File: src/rtl/dual_pwm.sv
`timescale 1ns/1ps
module dual_pwm #(
  parameter int NCH = 2,
  parameter int DW  = 8,
  parameter int AW  = (NCH > 1) ? $clog2(NCH) : 1
) (
  input  logic              clk,
  input  logic              rst_n,
  input  logic              reg_wr,
  input  logic [AW-1:0]     reg_addr,
  input  logic [31:0]       reg_wdata,
  output logic [31:0]       reg_rdata,
  output logic [NCH-1:0]    pwm_out
);
  localparam int PADW = 31 - 2*DW;
  localparam logic [DW-1:0] CMAX = {DW{1'b1}};

  logic [NCH-1:0]         en_q, run_q, tick;
  logic [NCH-1:0][DW-1:0] rel_q, dut_q, sh_rel, sh_dut, presc, cnt, div_m1;

  for (genvar i = 0; i < NCH; i++) begin : g_ch
    logic          sel, load;
    logic [DW:0]   sum;

    assign sel       = reg_wr && (reg_addr == AW'(i));
    assign div_m1[i] = (sh_rel[i] == '0) ? CMAX : sh_rel[i] - 1'b1;
    assign tick[i]   = (presc[i] == div_m1[i]);
    assign load      = !run_q[i] || !en_q[i] || (tick[i] && cnt[i] == CMAX);
    assign sum       = {1'b0, cnt[i]} + {1'b0, sh_dut[i]};
    assign pwm_out[i] = en_q[i] && run_q[i] && (sh_dut[i] != '0) && !sum[DW];

    always_ff @(posedge clk or negedge rst_n) begin
      if (!rst_n) begin
        en_q[i]   <= 1'b0;
        rel_q[i]  <= '0;
        dut_q[i]  <= '0;
        run_q[i]  <= 1'b0;
        sh_rel[i] <= '0;
        sh_dut[i] <= '0;
        presc[i]  <= '0;
        cnt[i]    <= '0;
      end else begin
        if (sel) begin
          en_q[i]  <= reg_wdata[31];
          rel_q[i] <= reg_wdata[2*DW-1:DW];
          dut_q[i] <= reg_wdata[DW-1:0];
        end
        run_q[i] <= en_q[i];
        if (load) begin
          sh_rel[i] <= rel_q[i];
          sh_dut[i] <= dut_q[i];
        end
        if (!en_q[i] || !run_q[i]) begin
          presc[i] <= '0;
          cnt[i]   <= '0;
        end else if (tick[i]) begin
          presc[i] <= '0;
          cnt[i]   <= cnt[i] + 1'b1;
        end else begin
          presc[i] <= presc[i] + 1'b1;
        end
      end
    end

    assert_prescale_bound_R3: assert property (@(posedge clk) disable iff (!rst_n)
      presc[i] <= div_m1[i]);

    assert_count_step_R4: assert property (@(posedge clk) disable iff (!rst_n)
      (en_q[i] && run_q[i] && tick[i]) |=> cnt[i] == $past(cnt[i]) + 1'b1);

    assert_rise_at_start_R6: assert property (@(posedge clk) disable iff (!rst_n)
      $rose(pwm_out[i]) |-> (cnt[i] == '0));

    assert_idle_cleared_R7: assert property (@(posedge clk) disable iff (!rst_n)
      !en_q[i] |=> (presc[i] == '0 && cnt[i] == '0 && !pwm_out[i]));

    assert_deferred_update_R8: assert property (@(posedge clk) disable iff (!rst_n)
      (run_q[i] && $past(run_q[i]) &&
       (sh_dut[i] != $past(sh_dut[i]) || sh_rel[i] != $past(sh_rel[i])))
      |-> ($past(cnt[i]) == CMAX && $past(tick[i])));
  end

  always_comb begin
    reg_rdata = '0;
    for (int i = 0; i < NCH; i++)
      if (reg_addr == AW'(i))
        reg_rdata = {en_q[i], {PADW{1'b0}}, rel_q[i], dut_q[i]};
  end
endmodule

File: config.mk
export PLATFORM = sky130hd
export DESIGN_NAME = dual_pwm
export DESIGN_NICKNAME = d
export VERILOG_FILES = /design/src/rtl/dual_pwm.sv
export SDC_FILE = /design/constraint.sdc
export NUM_CORES = 1
export LEC_CHECK = 0
export ABC_AREA = 1
export BUFFER_PORTS_ARGS = -buffer_cell sky130_fd_sc_hd__buf_2
export CORE_ASPECT_RATIO = 1.5
export CORE_MARGIN = 1.5
export CORE_UTILIZATION = 55
export CTS_BUF_LIST = sky130_fd_sc_hd__clkbuf_16
export DETAILED_ROUTE_END_ITERATION = 7
export GPL_ROUTABILITY_DRIVEN = 0
export PLACE_DENSITY_LB_ADDON = 0.15
export SETUP_SLACK_MARGIN = 0.15
export SLEW_MARGIN = 40
export SYNTH_ARGS = -nofsm -noshare
export SYNTH_HDL_FRONTEND = slang
export SYNTH_SLANG_ARGS = --single-unit
File: constraint.sdc
create_clock -name clk -period 3.7 [get_ports clk]
set_clock_uncertainty 0.15 [all_clocks]
set_input_delay 0.37 -clock clk [delete_from_list [all_inputs] [get_ports clk]]
set_output_delay 0.37 -clock clk [all_outputs]
set_load 0.01 [all_outputs]
After elaboration in Yosys (flattened, before gate mapping)
Index checks and enable logic that the tools add are counted.
W data, S select, Z words.
{"block": "totals", "register_bits": 100, "output_inout_bits": 34}
{"block": "op_classes", "add_sub_neg": 8, "eq_ne": 4, "muxes": 11, "bitwise": 1, "n_reduce_logical": 26}
{"operator": "$mux W8", "count": 10}
{"operator": "$add A8 B1 Y8 const B", "count": 4}
{"operator": "$mux W32", "count": 1}
{"operator": "$add A8 B8 Y9", "count": 2}
{"operator": "$eq A8 B8 Y1", "count": 2}
{"operator": "$eq A8 B8 Y1 const B", "count": 2}
{"operator": "$logic_not A8 Y1", "count": 2}
{"operator": "$reduce_bool A8 Y1", "count": 2}
{"operator": "$sub A8 B1 Y8 const B", "count": 2}
{"operator": "$logic_and A1 B1 Y1", "count": 10}
{"operator": "$logic_not A1 Y1", "count": 6}
{"operator": "$logic_or A1 B1 Y1", "count": 4}
{"operator": "$reduce_bool A2 Y1", "count": 2}
{"operator": "$not A1 Y1", "count": 1}

Longest topological paths before layout
Gate-level depths: netlist of the first run.
{"block": "logic_depth", "word_depth": 5, "ltp_mapped": 16, "ltp_nobuf": 15}

Least setup slack after synthesis of the first run
Ideal clock, no wire load.
{"block": "synth_timing", "kind": "reg2reg", "from": "register sh_rel[0] in the netlist's numbering", "to": "register sh_dut[6] in the netlist's numbering", "setup_ns": 0.117, "arrival_ns": 1.854, "required_time_ns": 3.433, "setup_slack_ns": 1.579, "stages_incl_launch_ff": 14, "n_path_buf": 1, "synth_period_minus_slack_ns": 2.121, "cell_sequence": "dfrtp_1 inv_1 ha_1 inv_1 nor2_1 nand2_4 nand2_1 xnor2_1 nand2_1 nor2_4 nand3_4 buf_2 nand3_1 nand2_1"}
{"block": "synth_via", "elab_chain_len": 5, "word_cells_on_any_way": 6, "cone_classes": "add/sub: 1; eq/ne: 1; mux: 1; reduce/logical: 3"}
{"item": "start: declaration", "line_no": "19", "text": "logic [NCH-1:0][DW-1:0] rel_q, dut_q, sh_rel, sh_dut, presc, cnt, div_m1;"}
{"item": "start signal: indexed assignment", "line_no": "50", "text": "sh_rel[i] <= rel_q[i];"}
{"item": "$sub A8 B1 Y8 / $logic_not A8 Y1 (equally long branches)", "line_no": "26", "text": "assign div_m1[i] = (sh_rel[i] == '0) ? CMAX : sh_rel[i] - 1'b1;"}
{"item": "$mux W8 *", "line_no": "26"}
{"item": "$eq A8 B8 Y1 *", "line_no": "27", "text": "assign tick[i] = (presc[i] == div_m1[i]);"}
{"item": "$logic_and A1 B1 Y1 *", "line_no": "28", "text": "assign load = !run_q[i] || !en_q[i] || (tick[i] && cnt[i] == CMAX);"}
{"item": "$logic_or A1 B1 Y1 *", "line_no": "28"}
{"item": "end signal: indexed assignment", "line_no": "51", "text": "sh_dut[i] <= dut_q[i];"}
{"item": "end: declaration", "line_no": "19"}
Every way passes the cells marked *; elsewhere a longest branch is shown, timed or not.
A chain may end at the register's enable or synchronous reset.

Final worst setup path of the first run
{"block": "layout_timing", "from": "register cnt[1] in the netlist's numbering", "to": "output port pwm_out[0]"}
{"block": "layout_via", "elab_chain_len": 3}
{"item": "start: declaration", "line_no": "19"}
{"item": "start signal: indexed assignment", "line_no": "58", "text": "cnt[i] <= cnt[i] + 1'b1;"}
{"item": "$add A8 B8 Y9", "line_no": "29", "text": "assign sum = {1'b0, cnt[i]} + {1'b0, sh_dut[i]};"}
{"item": "$logic_not A1 Y1", "line_no": "30", "text": "assign pwm_out[i] = en_q[i] && run_q[i] && (sh_dut[i] != '0) && !sum[DW];"}
{"item": "$logic_and A1 B1 Y1", "line_no": "30"}
{"item": "end: declaration", "line_no": "13", "text": "output logic [NCH-1:0] pwm_out"}
Every way passes these cells.

==> reports/results.ini, run 1 <==
[timing]
report.final.setup_viol=0
fmax_mhz=385.4
slew_headroom_pct=56.34
slew_violations=0
holdWs_ns=0.1471
finalHoldViolCount=0
fin_ws_ns=1.105
finalCriticalPeriod_ns=2.595
rsz0062_at_grt=no
worst_pin_slew_ns=0.6549
fin_tns_setup_ns=0
fin_crit_sh_pct=70.13

[finish]
finalNetCount=813
area_growth_syn_to_layout_pct=10.01
final_util_pct=61.75
seqCellArea_um2=2502
final_area_um2=6188
layout_common_cells=240 x nand2_1, 100 x dfrtp_1, 84 x nand3_1, 58 x inv_1, 46 x nor2_1
fillers=930
drive_above_1_share_pct=11.71
layout.cells.non_filler=877
diodes=0
final_common_cell=nand2_1
multi_input_area_um2=2714

[synth]
synth.area.mux_share_pct=0
syn_area_um2=5625
synth_top_family_by_area=simple AND/OR/NAND/NOR gates
synthCells=721
synth-xor-area-share_pct=3.425
synth_area_per_cell_um2=7.802
ys_warn_count=0
synth-adder-area-share_pct=4.893
synth_cell_types=31
synth_compound_area_share_pct=5.338
seq_area_frac_synth_pct=44.48
synth-simple-area-share_pct=33.54
synth-seq-cells=100

[setup_path]
end_kind=output port
worst_r2r_path_depth=13
rr_endpoint=sh_dut[6]
criticalPathCategory=reg -> out
cp.arrival_ns=2.07
crit_chain=ha_1 -> a31o_2 -> nand3_1 -> a21oi_1 -> a2111oi_0 -> buf_2
r2r_start=sh_rel[0]
reg2reg_slack_ns=1.16
cp_max_fo=4
slowest_delay_ns=0.42
slowest_stage=dfrtp_1
cp-start-kind=register
critPathRequiredTime_ns=3.18

[floorplan]
core-area_um2=10020
start_util_pct=56.13
dieArea_um2=10860
dieHeight_um=126.9
die_w_um=85.58
rows=45
io_pins=70

[clocking]
clock_sinks=100
numCtsBuffers=9
post_cts_buffers=0
path_clk_slew_ns=0.07
postCtsHoldBufs=1
cts-root-buf=clkbuf_16
cts_resized=0
cts_buffer_depth=2
clk_latency_ns=0.35
htree_levels=3
cts_tree=done

[route]
num_vias=4640
avgRoutedWirePerCell_um=13.67
ant_nets=0
route.detailed.drc=2
routed_via_density=5.291
drt-initial-drc-count=280
drt_first_pass_iters=7
drt_wl_total_mm=11.99

[pwr]
cellLeakagePower_nw=3.289
power_density_nw_per_um2=482.1
irDropWorstVdd_mv=0.2882
total_power_mw=2.983

[status]
outcome=complete, but fails checks
violations=design-rule violations

[global_route]
grt_first_pass_wirelength_mm=20.40
antenna_found_initial=0
grt_max_degree=73
grt_pass1_vias=4458
track_usage_pct=23.77
gr-total-overflow=0

[place]
hpwl_mm=9.026
dp_cells=860
portBuffers=39
pre_cts_ws_ns=1.194
post_dp_cell_area_um2=5836

[worst_hold_path]
hold_depth=3
hold_start=reg_wdata[8]
hold_path_class=in -> reg
hold_path_end=rel_q[0]

[run]
max-cap-violations=0

state kept, by name, summed over array words and instances (netlist names):
name and count:
sh_dut 16, cnt 16, sh_rel 16, en_q 2, dut_q 16, presc 16
rel_q 16, run_q 2
cell usage after synthesis:
| cell type | n | share of area, % |
|---|---|---|
| xnor2_1 | 7 | 1.1 |
| xor2_1 | 15 | 2.3 |
| nor2_1 | 46 | 3.1 |
| nand3_2 | 4 | 0.71 |
| nand3_4 | 2 | 0.62 |
| a2111oi_0 | 2 | 0.31 |
| nor2_4 | 4 | 0.80 |
| nand4_1 | 12 | 1.3 |
| inv_2 | 4 | 0.27 |
| nor2_2 | 4 | 0.44 |
| buf_6 | 4 | 0.80 |
| a21oi_1 | 12 | 1.1 |
| o21ai_1 | 2 | 0.18 |
| nor3_1 | 9 | 0.80 |
| o21ai_0 | 39 | 3.5 |
| dfrtp_1 | 100 | 44 |
| clkinv_1 | 1 | 0.067 |
| nor3b_2 | 1 | 0.22 |
| ha_1 | 22 | 4.9 |
| clkbuf_1 | 8 | 0.53 |
| conb_1 | 1 | 0.067 |
| buf_2 | 2 | 0.18 |
| nand2_1 | 241 | 16 |
| nand2_2 | 3 | 0.33 |
| nand2_4 | 6 | 1.2 |
| buf_1 | 6 | 0.40 |
| a31o_2 | 2 | 0.31 |
| buf_4 | 16 | 2.1 |
| nor4_1 | 4 | 0.44 |
| inv_1 | 58 | 3.9 |
| nand3_1 | 84 | 7.5 |
routing by layer:
| metal | part of all wire [%] | GRT usage, % |
|---|---|---|
| met5 | 0 | 0 |
| met2 | 54 | 42.06 |
| met4 | 2.9 | 11.86 |
| met3 | 2.6 | 3.513 |
| met1 | 41 | 27.68 |
logic make-up after synthesis:
logic type	Yosys count
adder cells (fa/ha/maj)	22
XOR/XNOR	22
AND/OR/NAND/NOR	420
other	1
flip-flops	100
AO/OA/AOI/OAI	57
buffers and inverters	99
worst max-delay path by stage:
| stage | cells past startpoint | to | from |
|---|---|---|---|
| after floorplan | 13 | sh_dut[6] | sh_rel[0] |
| after global placement | 14 | sh_dut[6] | sh_rel[0] |
| after detailed placement | 14 | sh_dut[6] | sh_rel[0] |
| after CTS | 6 | pwm_out[0] | cnt[1] |
| after global routing | 5 | pwm_out[0] | cnt[5] |
| final | 6 | pwm_out[0] | cnt[1] |
where the power goes:
| group | switching [mW] | internal, mW | total [mW] |
|---|---|---|---|
| Combinational | 0.382 | 0.208 | 0.590 |
| Clock | 0.411 | 0.658 | 1.07 |
| Sequential | 0.116 | 1.21 | 1.32 |
cell type report:
type                    count  area share, %
clock buffers               9          3.639
clock inverters             7          1.860
inverters                  63          3.821
multi-input cells         536          43.85
flip-flops and latches    100          40.44
well taps                 117          2.366
repair buffers             45          4.023
critical path: cells and delay by family, from the launching register on:
kind / cells / cell delay (ns)
and+or+nand+nor: 1 / 0.06
DFF: 1 / 0.42
AOI/OAI and AO/OA: 3 / 0.72
adders and majority gates: 1 / 0.28
buffers and inverters: 1 / 0.24
Power figures use the tool's default switching activity.
==> run 2, diff against run 1 <==
--- a/config.mk
+++ b/config.mk
@@ -9,7 +9,7 @@
 export BUFFER_PORTS_ARGS = -buffer_cell sky130_fd_sc_hd__buf_2
 export CORE_ASPECT_RATIO = 1.5
 export CORE_MARGIN = 1.5
-export CORE_UTILIZATION = 55
+export CORE_UTILIZATION = 53
 export CTS_BUF_LIST = sky130_fd_sc_hd__clkbuf_16
 export DETAILED_ROUTE_END_ITERATION = 7
 export GPL_ROUTABILITY_DRIVEN = 0
==> constraint.sdc (replaced) <==
create_clock -name clk -period 2.1 [get_ports clk]
set_clock_uncertainty 0.15 [all_clocks]
set_input_delay 0.21 -clock clk [delete_from_list [all_inputs] [get_ports clk]]
set_output_delay 0.21 -clock clk [all_outputs]
set_load 0.01 [all_outputs]
==> run 2 against run 1 <==
Compared with the run above: the flow finishes with violations (negative setup slack); core utilization is 9.5 points higher; final cell count is 9.1% higher; total power is 83% higher; sequential power is 77% higher; sequential share of layout area is 6.1 points lower; register-to-register slack worse by 1.3 ns; first-iteration DRC count is 8.6% lower; combinational power grew to 2.5 times the previous value; final area is 18% higher; critical path type is now reg -> reg; critical endpoint is now sh_dut[7]; largest power group unchanged.
==> reports/results.ini, run 2 (synthesis results as in run 1) <==
[finish]
final_common_cell=nand2_1  ; unchanged
area_growth_syn_to_layout_pct=29.76  ; was 10.01%
drive_above_1_share_pct=28.68  ; was 11.71%
diodes=0  ; unchanged
finalNetCount=869  ; was 813
fillers=804  ; was 930
layout_common_cells=232 x nand2_1, 98 x dfrtp_1, 54 x nand3_2, 53 x inv_1  ; was 240 x nand2_1, 100 x dfrtp_1, 84 x nand3_1, 58 x inv_1, 46 x nor2_1

[status]
violations=negative setup slack  ; was design-rule violations
outcome=complete, but fails checks  ; unchanged

[pwr]
cellLeakagePower_nw=3.613  ; was 3.289 nW
swShare_pct=33.13  ; was 30.47%
p_clk_share_pct=29.6  ; was 35.8%
irDropWorstVdd_mv=0.5316  ; was 0.2882 mV
power_density_nw_per_um2=746.9  ; was 482.1 nW/um2
internal_power_mw=3.646  ; was 2.074 mW
seqPwrFrac_pct=43.0  ; was 44.4%
switching_power_mw=1.806  ; was 0.9090 mW
p_comb_share_pct=27.4  ; was 19.8%

[worst_hold_path]
hold_start=reg_wdata[5]  ; was reg_wdata[8]
hold_depth=3  ; unchanged
hold_path_end=dut_q[5]  ; was rel_q[0]
hold_path_class=in -> reg  ; unchanged

[global_route]
grt_first_pass_wirelength_mm=22.86  ; was 20.40 mm
track_usage_pct=25.97  ; was 23.77%
grt_max_degree=47  ; was 73
antenna_found_initial=0  ; unchanged
grt_pass1_vias=5070  ; was 4,458
gr-total-overflow=0  ; unchanged

[timing]
finalHoldViolCount=0  ; unchanged
fin_tns_setup_ns=-6.218  ; was 0 ns
report.final.setup_viol=66  ; was 0
fmax_mhz=444.0
rsz0062_at_grt=yes  ; was no
worst_pin_slew_ns=0.6567  ; was 0.6549 ns
holdWs_ns=0.004140  ; was 0.1471 ns
fin_crit_sh_pct=107.2
slew_headroom_pct=56.15  ; was 56.34%
finalCriticalPeriod_ns=2.252
fin_ws_ns=-0.1521  ; was 1.105 ns
slew_violations=0  ; unchanged

[route]
drt_wl_total_mm=13.91  ; was 11.99 mm
num_vias=5057  ; was 4,640
route.detailed.drc=0  ; was 2
routed_via_density=5.284  ; was 5.291
drt_first_pass_iters=5  ; was 7
ant_nets=0  ; unchanged
avgRoutedWirePerCell_um=14.53  ; was 13.67 um
drt-initial-drc-count=256  ; was 280

[setup_path]
end_kind=register  ; was output port
rr_endpoint=sh_dut[7]  ; was sh_dut[6]
cp-start-kind=register  ; unchanged
r2r_start=sh_rel[0]  ; unchanged
critPathRequiredTime_ns=2.18  ; was 3.18 ns
reg2reg_slack_ns=-0.15  ; was 1.16 ns
worst_r2r_path_depth=14  ; was 13
cp.arrival_ns=2.34  ; was 2.07 ns
cp_max_fo=7  ; was 4
criticalPathCategory=reg -> reg  ; was reg -> out

[clocking]
clk_latency_ns=0.35  ; about the same
clock_sinks=100  ; unchanged
path_clk_slew_ns=0.06  ; was 0.07 ns
numCtsBuffers=9  ; unchanged
htree_levels=3  ; unchanged
cts_buffer_depth=2  ; unchanged
cts-root-buf=clkbuf_16  ; unchanged
cts_tree=done  ; unchanged

[place]
hpwl_mm=9.493  ; was 9.026 mm
portBuffers=39  ; unchanged

[floorplan]
die_w_um=87.12  ; was 85.58 um
start_util_pct=54.90  ; was 56.13%
core-area_um2=10250  ; was 10,020 um2
dieArea_um2=11250  ; was 10,860 um2
rows=45  ; unchanged
dieHeight_um=129.2  ; was 126.9 um
io_pins=70  ; unchanged

[run]
max-cap-violations=0  ; unchanged

[run 2: changes by cell type in the layout (fill, tap and decap cells not counted), sizes merged]
| cell | previous run | this run |
|---|---|---|
| inv | 62 | 63 |
| nand2 | 250 | 255 |
| buf | 44 | 89 |
| dlygate4sd3 | 1 | 7 |
| bufinv | 3 | 1 |
| clkinvlp | 0 | 1 |
[run 2: repair_timing]
item                                    4_1_cts  5_1_grt
endpoints found under the setup margin       66       66
gates cloned                                  4        1
endpoints found under the hold margin        50        0
resized for setup                            96       30
setup buffers                                10        9
pin swaps                                    57       17
hold buffers                                  7        0
[run 2: how the worst max path moves through the flow]
stage / startpoint / end / slack (ns) / cells after the start
after global routing: sh_rel[0] / sh_rel[4] / -0.31 / 14
final: sh_rel[0] / sh_dut[7] / -0.15 / 14
after floorplan: sh_rel[8] / sh_rel[10] / 0.08 / 15
after global placement: sh_rel[9] / sh_dut[14] / -0.07 / 12
after detailed placement: sh_rel[9] / sh_dut[8] / -0.13 / 12
after CTS: cnt[1] / pwm_out[0] / -0.25 / 7
[run 2: per-layer routing]
| layer | track usage, % | share of wire (%) |
|---|---|---|
| met1 | 26.57 | 37 |
| met2 | 48.34 | 56 |
| met3 | 5.032 | 2.7 |
| met4 | 14.85 | 4.7 |
| met5 | 0 | 0 |
[run 2: power by group through the flow]
stage	Combinational [mW]	Sequential (mW)	Clock [mW]
after floorplan	0.845	2.31	0
after global placement	1.13	2.35	0
after detailed placement	1.17	2.35	0
after CTS	1.35	2.33	1.63
after global routing	1.66	2.37	1.73
final	1.49	2.34	1.62
[run 2: critical path, cell delays in order (launching register included)]
cell	delay (ns)
dfrtp_1	0.39
inv_2	0.11
ha_4	0.13
inv_2	0.03
nor2_4	0.15
nand2_4	0.10
nand3_1	0.11
nand2_1	0.09
inv_1	0.07
nand3_2	0.08
nor2_4	0.20
nand3_4	0.20
buf_8	0.20
nand3_2	0.06
nand2_1	0.06
[run 2: layout make-up]
| type | instances | area (um2) | area share [%] |
|---|---|---|---|
| Clock buffer | 9 | 225.2 | 3.085 |
| Inverter | 63 | 236.5 | 3.240 |
| Timing Repair Buffer | 96 | 769.5 | 10.54 |
| Sequential cell | 100 | 2505 | 34.32 |
| Clock inverter | 7 | 58.81 | 0.8056 |
| Multi-Input combinational cell | 541 | 3328 | 45.59 |
| Tap cell | 141 | 176.4 | 2.417 |
[run 2: through the flow]
| step | std cells | utilization (%) | power (mW) | area, um2 | setup slack, ns |
|---|---|---|---|---|---|
| after floorplan | 735 | - | 3.152 | 5746 | 0.07941 |
| after global placement | 910 | 60.10 | 3.477 | 6158 | -0.07242 |
| after detailed placement | 910 | 60.10 | 3.528 | 6158 | -0.1293 |
| after CTS | 947 | 68.88 | 5.323 | 7058 | -0.2464 |
| after global routing | 957 | 71.23 | 5.756 | 7300 | -0.3131 |
| final | 957 | 71.23 | 5.452 | 7300 | -0.1521 |
